### src/rtl/pmo_pkg.sv
package pmo_pkg;
  // next-state decision for the gate register
  typedef enum logic [1:0] {
    GD_HOLD  = 2'd0,
    GD_CLEAR = 2'd1,
    GD_SET   = 2'd2
  } gate_dec_t;
endpackage

### src/rtl/pmo_offtimer.sv
module pmo_offtimer #(
  parameter int TOFF_CYC = 60
) (
  input  logic clk,
  input  logic rst,
  input  logic en,
  input  logic start,
  output logic blank,
  output logic live
);
  localparam int CW = (TOFF_CYC > 1) ? $clog2(TOFF_CYC) : 1;
  localparam logic [CW-1:0] LOAD_V = CW'(TOFF_CYC - 1);

  logic [CW-1:0] cnt_q;
  logic          blank_q;
  logic          live_q;

  always_ff @(posedge clk) begin
    if (rst || !en) begin
      cnt_q   <= '0;
      blank_q <= 1'b0;
      live_q  <= 1'b0;
    end else if (start) begin
      cnt_q   <= LOAD_V;
      blank_q <= 1'b1;
      live_q  <= 1'b1;
    end else if (blank_q) begin
      if (cnt_q == '0) blank_q <= 1'b0;
      else             cnt_q   <= cnt_q - 1'b1;
    end
  end

  assign blank = blank_q;
  assign live  = live_q;


  start_opens_blank_chk: assert property (@(posedge clk) disable iff (rst)
    (start && en) |=> blank_q);


  disable_clears_timer_chk: assert property (@(posedge clk) disable iff (rst)
    !en |=> (!blank_q && !live_q));
endmodule

### src/rtl/pmo_ramp.sv
module pmo_ramp #(
  parameter int RAMP_W   = 12,
  parameter int RAMP_TOP = 4000
) (
  input  logic              clk,
  input  logic              rst,
  input  logic              en,
  input  logic              hold,
  input  logic              run,
  output logic [RAMP_W-1:0] ramp
);
  localparam logic [RAMP_W-1:0] TOP_V = RAMP_W'(RAMP_TOP);

  logic [RAMP_W-1:0] ramp_q;

  always_ff @(posedge clk) begin
    if (rst || !en || hold) ramp_q <= '0;
    else if (run && (ramp_q < TOP_V)) ramp_q <= ramp_q + 1'b1;
  end

  assign ramp = ramp_q;


  ramp_ceiling_chk: assert property (@(posedge clk) disable iff (rst)
    ramp_q <= TOP_V);


  ramp_held_chk: assert property (@(posedge clk) disable iff (rst)
    hold |=> (ramp_q == '0));


  ramp_step_chk: assert property (@(posedge clk) disable iff (rst)
    (en && run && !hold && ramp_q < TOP_V) |=> (ramp_q == $past(ramp_q) + 1'b1));
endmodule

### src/rtl/pmo_ilim_dgl.sv
module pmo_ilim_dgl #(
  parameter int DGL_CYC = 20
) (
  input  logic clk,
  input  logic rst,
  input  logic en,
  input  logic raw,
  output logic dg
);
  logic dg_q;

  generate
    if (DGL_CYC <= 1) begin : g_direct
      always_ff @(posedge clk) begin
        if (rst || !en) dg_q <= 1'b0;
        else            dg_q <= raw;
      end
    end else begin : g_count
      localparam int CW = $clog2(DGL_CYC + 1);
      localparam logic [CW-1:0] FULL_V = CW'(DGL_CYC);
      localparam logic [CW-1:0] ARM_V  = CW'(DGL_CYC - 1);
      logic [CW-1:0] run_q;
      always_ff @(posedge clk) begin
        if (rst || !en) begin
          run_q <= '0;
          dg_q  <= 1'b0;
        end else begin
          if (!raw)                run_q <= '0;
          else if (run_q != FULL_V) run_q <= run_q + 1'b1;
          dg_q <= raw && (run_q >= ARM_V);
        end
      end
    end
  endgenerate

  assign dg = dg_q;


  dgl_needs_raw_chk: assert property (@(posedge clk) disable iff (rst)
    dg_q |-> $past(raw));
endmodule

### src/rtl/pmo_gate_latch.sv
module pmo_gate_latch
  import pmo_pkg::*;
#(
  parameter int RAMP_W = 12
) (
  input  logic              clk,
  input  logic              rst,
  input  logic              en,
  input  logic              start,
  input  logic              blank,
  input  logic              live,
  input  logic [RAMP_W-1:0] ramp,
  input  logic [RAMP_W-1:0] ref_in,
  input  logic              dg,
  output logic              gate,
  output logic              flag
);
  logic [RAMP_W-1:0] ref_q;
  logic              gate_q;
  logic              flag_q;
  gate_dec_t         dec;

  // forced-off window outranks everything, then overcurrent, then the crossing
  always_comb begin
    dec = GD_HOLD;
    if (start || blank)                dec = GD_CLEAR;
    else if (dg || flag_q)             dec = GD_CLEAR;
    else if (live && (ramp >= ref_q))  dec = GD_SET;
  end

  always_ff @(posedge clk) begin
    if (rst || !en) begin
      ref_q  <= '0;
      gate_q <= 1'b0;
      flag_q <= 1'b0;
    end else begin
      if (start) ref_q <= ref_in;
      if (start || blank)  flag_q <= 1'b0;
      else if (live && dg) flag_q <= 1'b1;
      case (dec)
        GD_CLEAR: gate_q <= 1'b0;
        GD_SET:   gate_q <= 1'b1;
        default:  gate_q <= gate_q;
      endcase
    end
  end

  assign gate = gate_q;
  assign flag = flag_q;


  blank_forces_off_chk: assert property (@(posedge clk) disable iff (rst)
    blank |=> !gate_q);


  flag_blocks_gate_chk: assert property (@(posedge clk) disable iff (rst)
    flag_q |-> !gate_q);


  rise_on_crossing_chk: assert property (@(posedge clk) disable iff (rst)
    $rose(gate_q) |-> $past(ramp >= ref_q));


  disable_gate_off_chk: assert property (@(posedge clk) disable iff (rst)
    !en |=> (!gate_q && !flag_q));


  start_clears_flag_chk: assert property (@(posedge clk) disable iff (rst)
    (start && en) |=> !flag_q);
endmodule

### src/rtl/pwm_minoff_gate.sv
module pwm_minoff_gate #(
  parameter int RAMP_W   = 12,
  parameter int RAMP_TOP = 4000,
  parameter int TOFF_CYC = 60,
  parameter int DGL_CYC  = 20
) (
  input  logic              clk,
  input  logic              rst,
  input  logic              run_en_i,
  input  logic              cycle_start_i,
  input  logic [RAMP_W-1:0] ref_i,
  input  logic              ilim_raw_i,
  output logic              gate_o,
  output logic              ilim_flag_o,
  output logic [RAMP_W-1:0] ramp_o,
  output logic              blank_o
);
  logic start_acc;
  logic blank_w;
  logic live_w;
  logic dg_w;
  logic [RAMP_W-1:0] ramp_w;

  assign start_acc = cycle_start_i && run_en_i;

  pmo_offtimer #(.TOFF_CYC(TOFF_CYC)) u_timer (
    .clk(clk), .rst(rst), .en(run_en_i), .start(start_acc),
    .blank(blank_w), .live(live_w)
  );

  pmo_ramp #(.RAMP_W(RAMP_W), .RAMP_TOP(RAMP_TOP)) u_ramp (
    .clk(clk), .rst(rst), .en(run_en_i), .hold(start_acc || blank_w),
    .run(live_w), .ramp(ramp_w)
  );

  pmo_ilim_dgl #(.DGL_CYC(DGL_CYC)) u_dgl (
    .clk(clk), .rst(rst), .en(run_en_i), .raw(ilim_raw_i), .dg(dg_w)
  );

  pmo_gate_latch #(.RAMP_W(RAMP_W)) u_latch (
    .clk(clk), .rst(rst), .en(run_en_i), .start(start_acc),
    .blank(blank_w), .live(live_w), .ramp(ramp_w), .ref_in(ref_i),
    .dg(dg_w), .gate(gate_o), .flag(ilim_flag_o)
  );

  assign ramp_o  = ramp_w;
  assign blank_o = blank_w;
endmodule

### config.mk
export PLATFORM = sky130hd
export DESIGN_NAME = pwm_minoff_gate
export DESIGN_NICKNAME = d
export VERILOG_FILES = /design/src/rtl/pmo_pkg.sv /design/src/rtl/pmo_offtimer.sv /design/src/rtl/pmo_ramp.sv /design/src/rtl/pmo_ilim_dgl.sv /design/src/rtl/pmo_gate_latch.sv /design/src/rtl/pwm_minoff_gate.sv
export SDC_FILE = /design/constraint.sdc
export NUM_CORES = 1
export LEC_CHECK = 0
export ABC_AREA = 1
export ABC_CLOCK_PERIOD_IN_PS = 1600
export BUFFER_PORTS_ARGS = -buffer_cell sky130_fd_sc_hd__buf_4
export CORE_MARGIN = 2
export CORE_UTILIZATION = 50
export CTS_BUF_LIST = sky130_fd_sc_hd__clkbuf_4 sky130_fd_sc_hd__clkbuf_8
export DETAILED_ROUTE_END_ITERATION = 10
export MAX_ROUTING_LAYER = met4
export PLACE_DENSITY = 0.76
export SLEW_MARGIN = 15
export SYNTH_ARGS = -nofsm -noshare
export SYNTH_HDL_FRONTEND = slang
export SYNTH_SLANG_ARGS = --single-unit
### constraint.sdc
create_clock -name clk -period 1.6 [get_ports clk]
set_input_delay 0.24 -clock clk [delete_from_list [all_inputs] [get_ports clk]]
set_output_delay 0.24 -clock clk [all_outputs]
set_load 0.005 [all_outputs]
## Yosys cells after proc, flatten, opt, wreduce, memory -nomap -nowiden

Cells that the tools add are included.

| storage, ports and cells | value |
|---|---|
| output and inout port bits | 15 |
| word-level logic and storage cells | 50 |
| input port bits | 17 |
| register bits after elaboration | 40 |

| cells by class | value |
|---|---|
| bitwise gates (word level) | 2 |
| muxes and demuxes | 10 |
| reductions and logical operators | 18 |
| equality and inequality tests | 4 |
| $lt $le $gt $ge | 3 |
| $add $sub $neg | 3 |

Operators with widths:

| kind | number |
|---|---|
| 2-to-1 mux 6 bit | 3 |
| adder 12 x 1 -> 12 bit, second input constant | 1 |
| >= comparator 12 bit | 1 |
| < comparator 12 bit, second input constant | 1 |
| zero test 6 bit | 1 |
| 2-to-1 mux 2 bit | 3 |
| OR reduction 2 bit | 3 |
| subtractor 6 x 1 -> 6 bit, second input constant | 1 |
| adder 5 x 1 -> 5 bit, second input constant | 1 |
| >= comparator 5 bit, second input constant | 1 |
| logical AND 1 bit | 5 |
| inequality test 5 bit, second input constant | 1 |
| logical OR 1 bit | 4 |
| AND reduction 2 bit | 2 |
| nonzero test 2 bit | 2 |
| 2-to-1 mux 1 bit | 3 |
| == test 2 x 1 -> 1 bit, second input constant | 1 |
| == test 2 bit, second input constant | 1 |
| inequality test 2 x 1 -> 1 bit, second input constant | 1 |
| inverter 1 bit | 2 |
| one-hot mux 1 bit (2 select lines) | 1 |
| zero test 1 bit | 1 |

## Longest topological paths before layout

| depth | value |
|---|---|
| word-level depth | 7 |
| depth in mapped cells | 12 |
| depth with buffers taken out | 12 |

## Hierarchy

Synthesis repeated with hierarchy kept, for this count alone.

| second synthesis, totals | value |
|---|---|
| cell total of the unflattened synthesis | 324 |
| area total of the unflattened synthesis | 2,326.0 um^2 |

Modules (own cells, without submodules):

| module | sequential area each (um^2) | times used | cells an instance | area each (um^2) |
|---|---|---|---|---|
| pmo_gate_latch | 280.3 | 1 | 112 | 897.1 |
| pmo_ramp | 240.2 | 1 | 98 | 661.9 |
| pmo_offtimer | 160.2 | 1 | 60 | 426.7 |
| pmo_ilim_dgl | 120.1 | 1 | 50 | 325.3 |
| pwm_minoff_gate | 0.0 | 1 | 4 | 15.0 |

## Worst setup path before layout

Ideal clock, no wire load.

| timing path | value |
|---|---|
| path kind | register -> register |
| start point | register u_ramp.ramp_q[0], in the netlist u_ramp.ramp[0] |
| end point | register u_latch.gate_q, in the netlist u_latch.gate |
| path buffers | 0 |
| data arrival time | 1,555 ps |
| data required time | 1,481 ps |
| cell stages (with the launch flop) | 12 |
| library setup time | 119 ps |
| setup slack | -74 ps |
| clock period less this slack | 1,674 ps |
| path through | dfxtp_1 > inv_1 > ha_1 > o21ai_0 > nand2_1 > nand2_1 > nand2_1 > nand2_1 > a21oi_1 > ha_1 > o21ai_0 > a21oi_1 |

| between the ends | value |
|---|---|
| cells in the longest elaborated chain, start to end | 7 |
| elaborated cells on any way between the ends | 9 |
| those cells by class | order compare: 1; eq/ne: 2; mux: 4; reduce/logical: 2 |

Ends and longest elaborated chain:

| what | RTL line | RTL |
|---|---|---|
| start, declared | pmo_ramp.sv:14 | `logic [RAMP_W-1:0] ramp_q;` |
| start signal, assigned | pmo_ramp.sv:18 | `else if (run && (ramp_q < TOP_V)) ramp_q <= ramp_q + 1'b1;` |
| >= comparator 12 bit * | pmo_gate_latch.sv:28 | `else if (live && (ramp >= ref_q)) dec = GD_SET;` |
| logical AND 1 bit * | pmo_gate_latch.sv:28 |  |
| 2-to-1 mux 2 bit * | pmo_gate_latch.sv:28 |  |
| 2-to-1 mux 2 bit * | pmo_gate_latch.sv:27 | `else if (dg \|\| flag_q) dec = GD_CLEAR;` |
| 2-to-1 mux 2 bit * | pmo_gate_latch.sv:26 | `if (start \|\| blank) dec = GD_CLEAR;` |
| == test 2 bit or == test 2 x 1 -> 1 bit (tied branches) | pmo_gate_latch.sv:40 | `case (dec)` |
| one-hot mux 1 bit (2 select lines) or nonzero test 2 bit (tied branches) | -- |  |
| end signal, assigned | pmo_gate_latch.sv:43 | `default: gate_q <= gate_q;` |
| end, declared | pmo_gate_latch.sv:19 | `logic gate_q;` |

Every way passes the cells marked *; elsewhere a longest branch is shown, timed or not.
A chain may end at the register's enable or synchronous reset.

## Final worst setup path

| timing path | value |
|---|---|
| start point | register u_latch.ref_q[11] |
| end point | register u_latch.gate_q, in the netlist u_latch.gate |

| between the ends | value |
|---|---|
| cells in the longest elaborated chain, start to end | 7 |
| elaborated cells on any way between the ends | 9 |
| those cells by class | order compare: 1; eq/ne: 2; mux: 4; reduce/logical: 2 |

Ends and longest elaborated chain:

| what | RTL line | RTL |
|---|---|---|
| start, declared | pmo_gate_latch.sv:18 | `logic [RAMP_W-1:0] ref_q;` |
| start signal, assigned | pmo_gate_latch.sv:37 | `if (start) ref_q <= ref_in;` |
| >= comparator 12 bit * | pmo_gate_latch.sv:28 |  |
| logical AND 1 bit * | pmo_gate_latch.sv:28 |  |
| 2-to-1 mux 2 bit * | pmo_gate_latch.sv:28 |  |
| 2-to-1 mux 2 bit * | pmo_gate_latch.sv:27 |  |
| 2-to-1 mux 2 bit * | pmo_gate_latch.sv:26 |  |
| == test 2 bit or == test 2 x 1 -> 1 bit (tied branches) | pmo_gate_latch.sv:40 |  |
| one-hot mux 1 bit (2 select lines) or nonzero test 2 bit (tied branches) | -- |  |

Marks and branches as above.

==> results.py <==
metrics = {
    "yosys": {
        "synth-main-ff-cell": "dfxtp_1",
        "synth_warnings": 0,
        "ys_async_sr_fraction_pct": 0,
        "synth_compound_area_share_pct": 15.8,
        "synth_adder_area_share_pct": 10.5,
        "ys_ff_latch": 40,
        "synth_edf_count": 0,
        "synth_nets": 336,
        "synth_top_family_by_area": "simple AND/OR/NAND/NOR gates",
        "synth_area_sq_mm": 0.00215,
        "synth_cells": 301,
        "seq_area_frac_synth_pct": 37.3,
        "synthMuxAreaShare_pct": 0,
        "ys_types": 28,
        "syn_avg_cell_area_sq_um": 7.14,
        "synthSimpleGateAreaFrac_pct": 24.9,
        "synth_xor_area_share_pct": 0.407,
    },
    "detailed_routing": {
        "vias_per_cell": 5.11,
        "wirelength_mm": 5.05,
        "firstDrtPassIters": 4,
        "vias": 2095,
        "drtAntennaViolNets": 0,
        "drc": 0,
        "drt_iter0_markers": 147,
        "wl_per_cell_um": 12.3,
    },
    "placement": {
        "place.port_buffers": 31,
        "placed_area_sq_mm": 0.00257,
        "gp_congestion": 0.833,
        "dpl.hpwl_mm": 3.39,
    },
    "timing": {
        "whs_ns": 0.160,
        "hold_violations": 0,
        "tns_ns": -0.140,
        "rsz0062_at_grt": "true",
        "report.final.slew_viol_count": 0,
        "worst_slew_pin_slew_ns": 0.327,
        "period_share_pct": 109,
        "finalCriticalPeriod_ns": 1.74,
        "layout_setup_ws_ns": -0.140,
        "fmax_mhz": 575,
        "slew_headroom_pct": 78.2,
        "fin_skew_ns": 0.00718,
        "final-setup-viol-count": 1,
    },
    "final_layout": {
        "syn2layout_area_growth_pct": 32.4,
        "fillCellCount": 344,
        "final_area_sq_mm": 0.00285,
        "multiInputGateArea_sq_mm": 0.00120,
        "fin_util_pct": 70.1,
        "layout-drive-gt1-share_pct": 29.7,
        "nNetsFinal": 395,
        "seqCellArea_sq_um": 813,
        "antennaDiodeCount": 0,
    },
    "clock_network": {
        "clk_path_buf_depth": 2,
        "clock_latency_ns": 0.30,
        "root_buffer": "clkbuf_8",
        "cts_max_level": 2,
        "clock_sinks": 40,
        "cts_buffers": 5,
        "cts_tree": "yes",
        "cts.clk_slew.worst_paths_ns": 0.08,
    },
    "die": {
        "ios": 32,
        "coreArea_sq_mm": 0.00406,
        "die_w_um": 69.6,
        "dieArea_sq_mm": 0.00484,
        "initial_core_util_pct": 53.0,
        "core.rowCount": 23,
        "die_h_um": 69.6,
    },
    "power": {
        "clockPowerShare_pct": 43.6,
        "vdd_ir_drop_max_mv": 0.637,
        "p_seq_share_pct": 46.1,
        "combPwrFrac_pct": 10.4,
        "p_per_area_mw_per_mm2": 789,
        "p_sw_uw": 509,
        "power.leakage_nw": 1.23,
        "intPower_mw": 1.73,
        "switching_share_pct": 22.7,
    },
    "global_routing": {
        "grt_max_degree": 29,
        "grt_remaining_overflow": 0,
        "grt_first_pass_wirelength_mm": 8.15,
        "track_usage_pct": 21.4,
        "grt_pass1_vias": 1910,
        "antenna_found_initial": 0,
    },
    "worst_setup_path": {
        "reg2reg_to": "u_latch.gate",
        "worst-endpoint-required_ns": 1.79,
        "crit_fanout": 3,
        "critPathCaptureType": "flop",
        "critPathKind": "flop to flop",
        "crit_path_end": "u_latch.gate",
        "worst_path_max_delay_cell": "dfxtp_2",
        "critPathMaxStageDelay_ns": 0.33,
        "cp.arrival_ns": 1.93,
        "cp_common_cell": "a21oi_2",
        "crit_chain": "inv_2 > ha_4 > nand4_1 > a21oi_2 > nor2_2 > a21oi_2 > ha_1 > o21ai_1 > a21oi_1",
        "ff2ff_path_depth": 9,
        "rrSetupSlack_ns": -0.14,
        "startpoint": "u_latch.ref_q[11]",
        "crit_path_start_kind": "flop",
        "timing.rr.start": "u_latch.ref_q[11]",
    },
    "min_path": {
        "hold_class": "input pin to flop",
    },
    "outcome": {
        "status": "complete, but fails checks",
        "violations": "setup timing",
    },
    "flow_run": {
        "max_cap_violations": 0,
    },
}
-- synth_stat cells, types with 2 or more instances --
master,instances,share of area [%]
a21oi_1,31,7.2
a21oi_2,3,1.2
a31oi_1,2,0.58
buf_2,3,0.70
dfxtp_1,40,37
ha_1,18,10
inv_1,52,9.1
inv_2,4,0.70
nand2_1,53,9.3
nand2_2,3,0.87
nand3_1,12,2.8
nand4_1,7,2.0
nor2_1,27,4.7
nor2_4,2,1.0
nor3_1,6,1.4
o21ai_0,21,4.9
o21ai_1,5,1.2
or2_2,2,0.58
-- per-stage QoR --
stage | power (mW) | cells | setup WS [ns]
after global placement | 1.26 | 398 | 0.00722
after CTS | 2.24 | 408 | -0.0805
after floorplan | 1.19 | 301 | 0.0129
after global routing | 2.32 | 410 | -0.257
after detailed placement | 1.27 | 398 | -0.0756
final | 2.24 | 410 | -0.140
-- worst min path at each step --
stage                          start                to  slack [ns]  cells after the start
detailed placement  u_latch.ref_q[1]  u_latch.ref_q[1]        0.45                      2
finish                      ref_i[0]  u_latch.ref_q[0]        0.16                      3
global route                ref_i[0]  u_latch.ref_q[0]        0.17                      3
global placement    u_latch.ref_q[9]  u_latch.ref_q[9]        0.44                      2
floorplan                   ref_i[0]  u_latch.ref_q[0]        0.37                      2
CTS                         ref_i[0]  u_latch.ref_q[0]        0.16                      3
-- layout make-up --
| cell class | count | share of cell area (%) |
|---|---|---|
| Sequential cell | 40 | 28.6 |
| Clock buffer | 5 | 2.42 |
| Multi-Input combinational cell | 200 | 42.3 |
| Clock inverter | 2 | 2.11 |
| Timing Repair Buffer | 57 | 15.0 |
| Inverter | 56 | 7.39 |
| Tap cell | 50 | 2.20 |
-- cells by family (layout without fill, tap and decap cells) --
logic type,count (synthesis),in the layout
XOR/XNOR,1,1
AND/OR/NAND/NOR,117,117
adder cells (fa/ha/maj),18,18
buffers and inverters,61,120
flip-flops,40,40
AO/OA/AOI/OAI,64,64
-- repair_timing --
action / 4_1_cts / 5_1_grt
hold buffers: 0 / 0
endpoints found under the setup margin: 1 / 2
gates resized for setup: 20 / 8
pin swaps: 10 / 11
buffers inserted: 3 / 2
-- registers in the layout, summed over array words and instances, names as in the netlist --
signal and count:
u_dgl.dg 1, u_timer.cnt_q 6, u_ramp.ramp 12, u_timer.live 1, u_dgl.g_count.run_q 5, u_latch.ref_q 12, u_latch.flag 1, u_latch.gate 1
u_timer.blank 1
-- layer usage --
layer / wire length [um] / global-route usage, %
met1: 2240 / 26.7
met2: 2440 / 34.3
met3: 276 / 4.65
met4: 101 / 7.19
met5: 0 / -
-- critical path, delay by kind of cell, from the launching register on --
kind | cells | cell delay (ns)
simple gates | 2 | 0.21
compound gates | 4 | 0.51
buf+inv | 1 | 0.05
flops | 1 | 0.33
fa+ha+maj | 2 | 0.53
-- power groups by stage --
stage | Clock, mW | Combinational [mW] | Sequential, mW
2_1_floorplan | 0 | 0.135 | 1.05
3_3_place_gp | 0 | 0.209 | 1.05
3_5_place_dp | 0 | 0.214 | 1.05
4_1_cts | 0.985 | 0.225 | 1.03
5_1_grt | 1.02 | 0.264 | 1.04
6_report | 0.978 | 0.233 | 1.03
-- cells in the final DEF, fill, tap and decap left out, drive strengths merged --
cell type	Yosys	layout
or2	2	2
bufinv	0	2
nand3	12	12
buf	4	57
nor3	6	6
nand3b	1	1
dfxtp	40	40
a21oi	34	34
nor4	1	1
nand2	56	56
a211oi	1	1
o21ai	26	26
a31oi	2	2
ha	18	18
nor2	31	31
nand4	7	7
inv	56	56
o21bai	1	1
xor2	1	1
clkbuf	1	5
nor3b	1	1
No activity file was read; power rests on OpenSTA's default activity.
